`src/rtl/rst_sup_pkg.sv`:
```
package rst_sup_pkg;

  // Input bundle as it enters the synchroniser.
  typedef struct packed {
    logic supply_low;
    logic mr_n;
    logic kick;
    logic driven;
  } sup_in_t;

  // Values loaded into the synchroniser during block reset: no fault, watchdog off.
  localparam sup_in_t SUP_IN_IDLE = '{supply_low: 1'b0, mr_n: 1'b1, kick: 1'b0, driven: 1'b0};

  // Width of a counter that must hold 0 .. n-1.
  function automatic int cnt_width(input int n);
    return (n > 1) ? $clog2(n) : 1;
  endfunction

endpackage

```
`src/rtl/sup_sync2.sv`:
```
module sup_sync2 #(
  parameter int              W       = 4,
  parameter logic [W-1:0]    RST_VAL = '0
) (
  input  logic         clk,
  input  logic         sys_rst,
  input  logic [W-1:0] d,
  output logic [W-1:0] q
);

  logic [W-1:0] meta;

  for (genvar b = 0; b < W; b++) begin : g_bit
    always_ff @(posedge clk) begin
      if (sys_rst) begin
        meta[b] <= RST_VAL[b];
        q[b]    <= RST_VAL[b];
      end else begin
        meta[b] <= d[b];
        q[b]    <= meta[b];
      end
    end
  end

endmodule

```
`src/rtl/sup_mr_filter.sv`:
```
module sup_mr_filter #(
  parameter int FILT_CYC = 125
) (
  input  logic clk,
  input  logic sys_rst,
  input  logic mr_n_s,
  output logic fault
);

  localparam int            CW   = rst_sup_pkg::cnt_width(FILT_CYC);
  localparam logic [CW-1:0] LAST = CW'(FILT_CYC - 1);

  logic [CW-1:0] low_cnt;

  // The fault is raised only after FILT_CYC consecutive low samples.
  always_ff @(posedge clk) begin
    if (sys_rst || mr_n_s) begin
      low_cnt <= '0;
      fault   <= 1'b0;
    end else if (low_cnt == LAST) begin
      fault   <= 1'b1;
    end else begin
      low_cnt <= low_cnt + 1'b1;
    end
  end

endmodule

```
`src/rtl/sup_wdog.sv`:
```
module sup_wdog #(
  parameter int WDOG_CYC = 220_000_000
) (
  input  logic                                         clk,
  input  logic                                         sys_rst,
  input  logic                                         hold,
  input  logic                                         driven,
  input  logic                                         kick,
  output logic                                         expire,
  output logic [rst_sup_pkg::cnt_width(WDOG_CYC)-1:0]  count
);

  localparam int            CW   = rst_sup_pkg::cnt_width(WDOG_CYC);
  localparam logic [CW-1:0] LAST = CW'(WDOG_CYC - 1);

  logic kick_q;
  logic toggled;

  always_ff @(posedge clk) begin
    if (sys_rst) kick_q <= 1'b0;
    else         kick_q <= kick;
  end

  assign toggled = kick ^ kick_q;

  // Cleared by reset, by a floating kick line, or by a kick edge. Expiry is a one-cycle pulse.
  always_ff @(posedge clk) begin
    if (sys_rst || hold || !driven || toggled) begin
      count  <= '0;
      expire <= 1'b0;
    end else if (count == LAST) begin
      count  <= '0;
      expire <= 1'b1;
    end else begin
      count  <= count + 1'b1;
      expire <= 1'b0;
    end
  end

endmodule

```
`src/rtl/sup_stretch.sv`:
```
module sup_stretch #(
  parameter int STRETCH_CYC = 26_250_000
) (
  input  logic clk,
  input  logic sys_rst,
  input  logic fault,
  output logic active
);

  localparam int            CW   = rst_sup_pkg::cnt_width(STRETCH_CYC);
  localparam logic [CW-1:0] LAST = CW'(STRETCH_CYC - 1);

  logic [CW-1:0] cnt;

  // Any fault reloads the stretch. Release comes STRETCH_CYC edges after the last fault edge.
  always_ff @(posedge clk) begin
    if (sys_rst || fault) begin
      cnt    <= '0;
      active <= 1'b1;
    end else if (active) begin
      if (cnt == LAST) begin
        cnt    <= '0;
        active <= 1'b0;
      end else begin
        cnt    <= cnt + 1'b1;
      end
    end
  end

endmodule

```
`src/rtl/rst_supervisor.sv`:
```
module rst_supervisor #(
  parameter int STRETCH_CYC = 26_250_000,
  parameter int WDOG_CYC    = 220_000_000,
  parameter int MR_FILT_CYC = 125
) (
  input  logic clk,
  input  logic sys_rst,
  input  logic supply_low,
  input  logic mr_n,
  input  logic wd_kick,
  input  logic wd_driven,
  output logic rst_out,
  output logic rst_out_n
);

  import rst_sup_pkg::*;

  localparam int WD_CW = cnt_width(WDOG_CYC);

  sup_in_t          raw_in;
  sup_in_t          sync_in;
  logic             low_s;
  logic             mr_s;
  logic             kick_s;
  logic             drv_s;
  logic             mr_fault;
  logic             wd_expire;
  logic [WD_CW-1:0] wd_count;
  logic             fault;
  logic             active;

  assign raw_in = '{supply_low: supply_low, mr_n: mr_n, kick: wd_kick, driven: wd_driven};

  sup_sync2 #(.W($bits(sup_in_t)), .RST_VAL(SUP_IN_IDLE)) u_sync (
    .clk     (clk),
    .sys_rst (sys_rst),
    .d       (raw_in),
    .q       (sync_in)
  );

  assign low_s  = sync_in.supply_low;
  assign mr_s   = sync_in.mr_n;
  assign kick_s = sync_in.kick;
  assign drv_s  = sync_in.driven;

  sup_mr_filter #(.FILT_CYC(MR_FILT_CYC)) u_mr_filter (
    .clk     (clk),
    .sys_rst (sys_rst),
    .mr_n_s  (mr_s),
    .fault   (mr_fault)
  );

  sup_wdog #(.WDOG_CYC(WDOG_CYC)) u_wdog (
    .clk     (clk),
    .sys_rst (sys_rst),
    .hold    (active),
    .driven  (drv_s),
    .kick    (kick_s),
    .expire  (wd_expire),
    .count   (wd_count)
  );

  assign fault = low_s | mr_fault | wd_expire;

  sup_stretch #(.STRETCH_CYC(STRETCH_CYC)) u_stretch (
    .clk     (clk),
    .sys_rst (sys_rst),
    .fault   (fault),
    .active  (active)
  );

  assign rst_out   = active;
  assign rst_out_n = ~active;

endmodule

```
`config.mk`:
```
export PLATFORM = sky130hd
export DESIGN_NAME = rst_supervisor
export DESIGN_NICKNAME = d
export VERILOG_FILES = /design/src/rtl/rst_sup_pkg.sv /design/src/rtl/sup_sync2.sv /design/src/rtl/sup_mr_filter.sv /design/src/rtl/sup_wdog.sv /design/src/rtl/sup_stretch.sv /design/src/rtl/rst_supervisor.sv
export SDC_FILE = /design/constraint.sdc
export NUM_CORES = 1
export LEC_CHECK = 0
export ABC_AREA = 1
export ABC_CLOCK_PERIOD_IN_PS = 2650
export BUFFER_PORTS_ARGS = -buffer_cell sky130_fd_sc_hd__buf_2
export CORE_ASPECT_RATIO = 1.1
export CORE_MARGIN = 5
export CORE_UTILIZATION = 40
export DETAILED_ROUTE_END_ITERATION = 7
export SLEW_MARGIN = 20
export SYNTH_ARGS = -nofsm -noshare
export SYNTH_HDL_FRONTEND = slang
export SYNTH_SLANG_ARGS = --single-unit
```
`constraint.sdc`:
```
create_clock -name clk -period 2.65 [get_ports clk]
set_clock_uncertainty 0.2 [all_clocks]
set_input_delay 0.3975 -clock clk [delete_from_list [all_inputs] [get_ports clk]]
set_output_delay 0.3975 -clock clk [all_outputs]
set_load 0.01 [all_outputs]
```
==> qor.log <==
[clocking] TritonCTS Sinks 72
[clocking] clock insertion delay at the later pin of the skew report 0.35 ns
[clocking] Worst-path clk slew 0.09 ns
[pwr] part of the total power dissipated in combinational logic 0.020
[layout] layout-stage area growth over the synthesis result 9.33%
[detailed_routing] number of vias per cell 4.72
[logic_synthesis] most area-consuming cells after synthesis dfxtp_1, nand2_1, nor2_1, inv_1, nand3_1
[pwr] switching pwr 508 uW
[logic_synthesis] YS warnings 0
[place] count of input and output buffers 7
[logic_synthesis] sequential cell area fraction in the yosys report 0.382
[critical_path] arrival time of the worst setup path 1.88 ns
[critical_path] peak fanout along the critical path 27
[grt] GRT Util Overall 0.156
[detailed_routing] first-pass detailed-route iteration total 4
[logic_synthesis] per-instance average area after synthesis 6.67 um^2
[clocking] H-tree levels 3
[clocking] post-cts sizing count 0
[timing] setup repair after global routing missed its margin false
[grt] vias in the first global route 3,159
[critical_path] required time of the worst setup path 2.68 ns
[layout] share of post-route cells with drive strength above 1 0.0991
[critical_path] startpoint types flip-flop
[clocking] clk root buf clkbuf_8
[pwr] share of power burned in registers 0.556
[timing] fin crit share 0.697
[pwr] P_leak 1.45 nW
[logic_synthesis] cell type with the highest aggregate area in the netlist dfxtp_1
[pwr] Worst IR Drop VDD 0.399 mV
[clocking] CTS tree built
[critical_path] launch point of the worst path u_wdog.count[0]
[critical_path] startpoint of the worst register-to-register path u_wdog.count[0]
[timing] tightest hold margin 0.0402 ns
[place] Detailed Place HPWL 6260 um
[place] placed cell count 685
[floorplan] Initial Util 0.405
[timing] count of endpoints failing setup in the final report 0
[layout] NumNets Final 590
[timing] setup TNS 0 ns
[min_path] type of the most critical hold path input port to flip-flop
[timing] shortest period the worst path allows 1.85 ns
[clocking] TritonCTS buffer count 9
[timing] FMAX 541 MHz
[pwr] net switching share of the total power 0.258
[detailed_routing] overall routed net length 8260 um
[detailed_routing] number of remaining DRC errors 0
[floorplan] standard-cell row count 37
[grt] initial antenna violation count 0
[critical_path] Worst Path Class, Setup flip-flop to flip-flop
[layout] Final Non-Filler Cells 702
[layout] utilization after layout 0.443
[logic_synthesis] flip-flop and latch count after synthesis 72
[detailed_routing] detail-routed net length per standard cell 11.8 um
[detailed_routing] number of nets with antenna violations after routing 0
[floorplan] floorplan die area 0.0115 mm^2
[logic_synthesis] post-synth net total 575
[grt] overall overflow remaining after global route 0
[pwr] internal power 1.46 mW
[layout] total inserted antenna cells 0
[timing] hold violation count in the final report 0
[timing] pins over their slew limit 0
[floorplan] I/O Pins 8
[clocking] Clock Tree Buf Depth 2
[pwr] power share of the clock group 0.424
[logic_synthesis] number of distinct library cells after synthesis 31
[timing] worst slew pin tran 0.468 ns
[clocking] buffers inserted during post-CTS setup optimization 0
[flow_run] max-cap check violation count 0
[logic_synthesis] synthesized area 0.00377 mm^2
[pwr] Power per Cell Area 479 mW/mm^2
[run_status] result of the run finished, final reports clean
[floorplan] placeable core area 0.00931 mm^2
[place] Final GP Congestion 0.906
[grt] largest net degree at the start of global routing 28
[min_path] start point of the worst min-delay path wd_driven
[logic_synthesis] Mapped Cells 565
[detailed_routing] via count 3,312
[detailed_routing] DRT iter0 DRCs 136
[critical_path] kind of capture point of the worst setup path flip-flop
[floorplan] y dimension of the die 112 um
[timing] worst max-slew margin expressed relative to the limit 0.686
[grt] first-pass GRT wire length 14,300 um
[logic_synthesis] top cell type's share of synthesized area 0.382
[floorplan] overall die width 103 um
-- per-stage QoR --
stage                     power, mW  instance area (um^2)  worst slack (ns)
final                          1.97                  4120             0.803
after global routing           2.06                  4120             0.619
after CTS                      2.00                  4120             0.780
after detailed placement       1.16                  3930             0.782
after global placement         1.16                  3930             0.842
after floorplan                1.15                  3770              1.02
-- routing by layer --
layer / wire, um / global-route usage / up-vias
met4: 106 / 0.0604 / 0
li1: - / - / 1788
met2: 4000 / 0.250 / 40
met1: 3870 / 0.201 / 1477
met5: 0 / 0 / -
met3: 277 / 0.0332 / 7
-- final cells by class --
type,count,area (um^2)
clock inverter,7,61.3
tap,117,146
fill,996,5180
clock buffer,9,124
inverter,67,251
timing repair buffer,10,60.1
sequential,72,1440
multi-input combinational,420,2040
-- power by group through the flow --
stage / Combinational [mW] / Clock (mW) / Sequential [mW]
2_1_floorplan: 0.0284 / 0 / 1.12
3_3_place_gp: 0.0383 / 0 / 1.12
3_5_place_dp: 0.0390 / 0 / 1.12
4_1_cts: 0.0403 / 0.867 / 1.10
5_1_grt: 0.0454 / 0.915 / 1.10
6_report: 0.0394 / 0.836 / 1.10
-- synthesized netlist by cell type --
cell	number
ha_1	4
nand3_2	2
nor2_2	11
buf_2	2
a21oi_1	21
dfxtp_1	72
nand3_1	40
xnor2_1	14
nor2_1	131
nor4_4	1
nor3_1	2
nor4_1	1
o21ai_0	5
nor3b_1	1
nand3b_1	6
nor2_4	5
nand2_4	2
buf_6	2
nand2_2	4
or2_2	2
o21ai_1	1
nand2_1	136
inv_1	62
inv_2	5
nand4_1	14
xor2_1	14
clkbuf_1	1
or2_0	1
or2_1	1
a21oi_2	1
buf_1	1
-- critical path, stage by stage (launching register included) --
cell     delay (ns)
dfxtp_1        0.36
ha_1           0.25
nand3_2        0.15
inv_2          0.12
nand2_4        0.08
nor2_1         0.10
nand2_1        0.10
nand2_4        0.27
nor2_1         0.08
-- final timing paths --
path	slack (ns)	endpoint	cells after the start
setup reg to reg	0.80	u_wdog.count[21]	8
hold / removal	0.04	u_sync.meta[0]	3
setup / recovery	0.80	u_wdog.count[21]	8
hold reg to reg	0.21	u_sync.q[1]	2
-- placed cells by master (no fill, tap or decap), types with 4 or more instances in the layout --
cell type	synthesis	layout
nand3_1	40	40
nor2_4	5	5
buf_2	2	7
o21ai_0	5	5
clkbuf_8	0	9
inv_2	5	5
a21oi_1	21	21
nor2_1	131	131
xor2_1	14	14
xnor2_1	14	14
inv_1	62	62
dfxtp_1	72	72
nand4_1	14	14
nand3b_1	6	6
nand2_2	4	4
nor2_2	11	11
ha_1	4	4
nand2_1	136	136
-- cells by family after synthesis --
kind of cell             synth area share
buffers and inverters              0.0773
adder cells (fa/ha/maj)            0.0133
AO/OA/AOI/OAI                      0.0382
XOR/XNOR                           0.0651
AND/OR/NAND/NOR                     0.424
flip-flops                          0.382
-- state kept, by name, summed over array words and instances, names as in the netlist --
register,count
u_mr_filter.fault,1
u_mr_filter.low_cnt,7
u_stretch.active,1
u_stretch.cnt,25
u_sync.meta,4
u_sync.q,4
u_wdog.count,28
u_wdog.expire,1
u_wdog.kick_q,1
-- repair_timing --
item	in CTS	in global routing
endpoints found under the hold margin	1	0
endpoints found under the setup margin	0	0
hold buffers	1	0
Power figures use the tool's default switching activity.
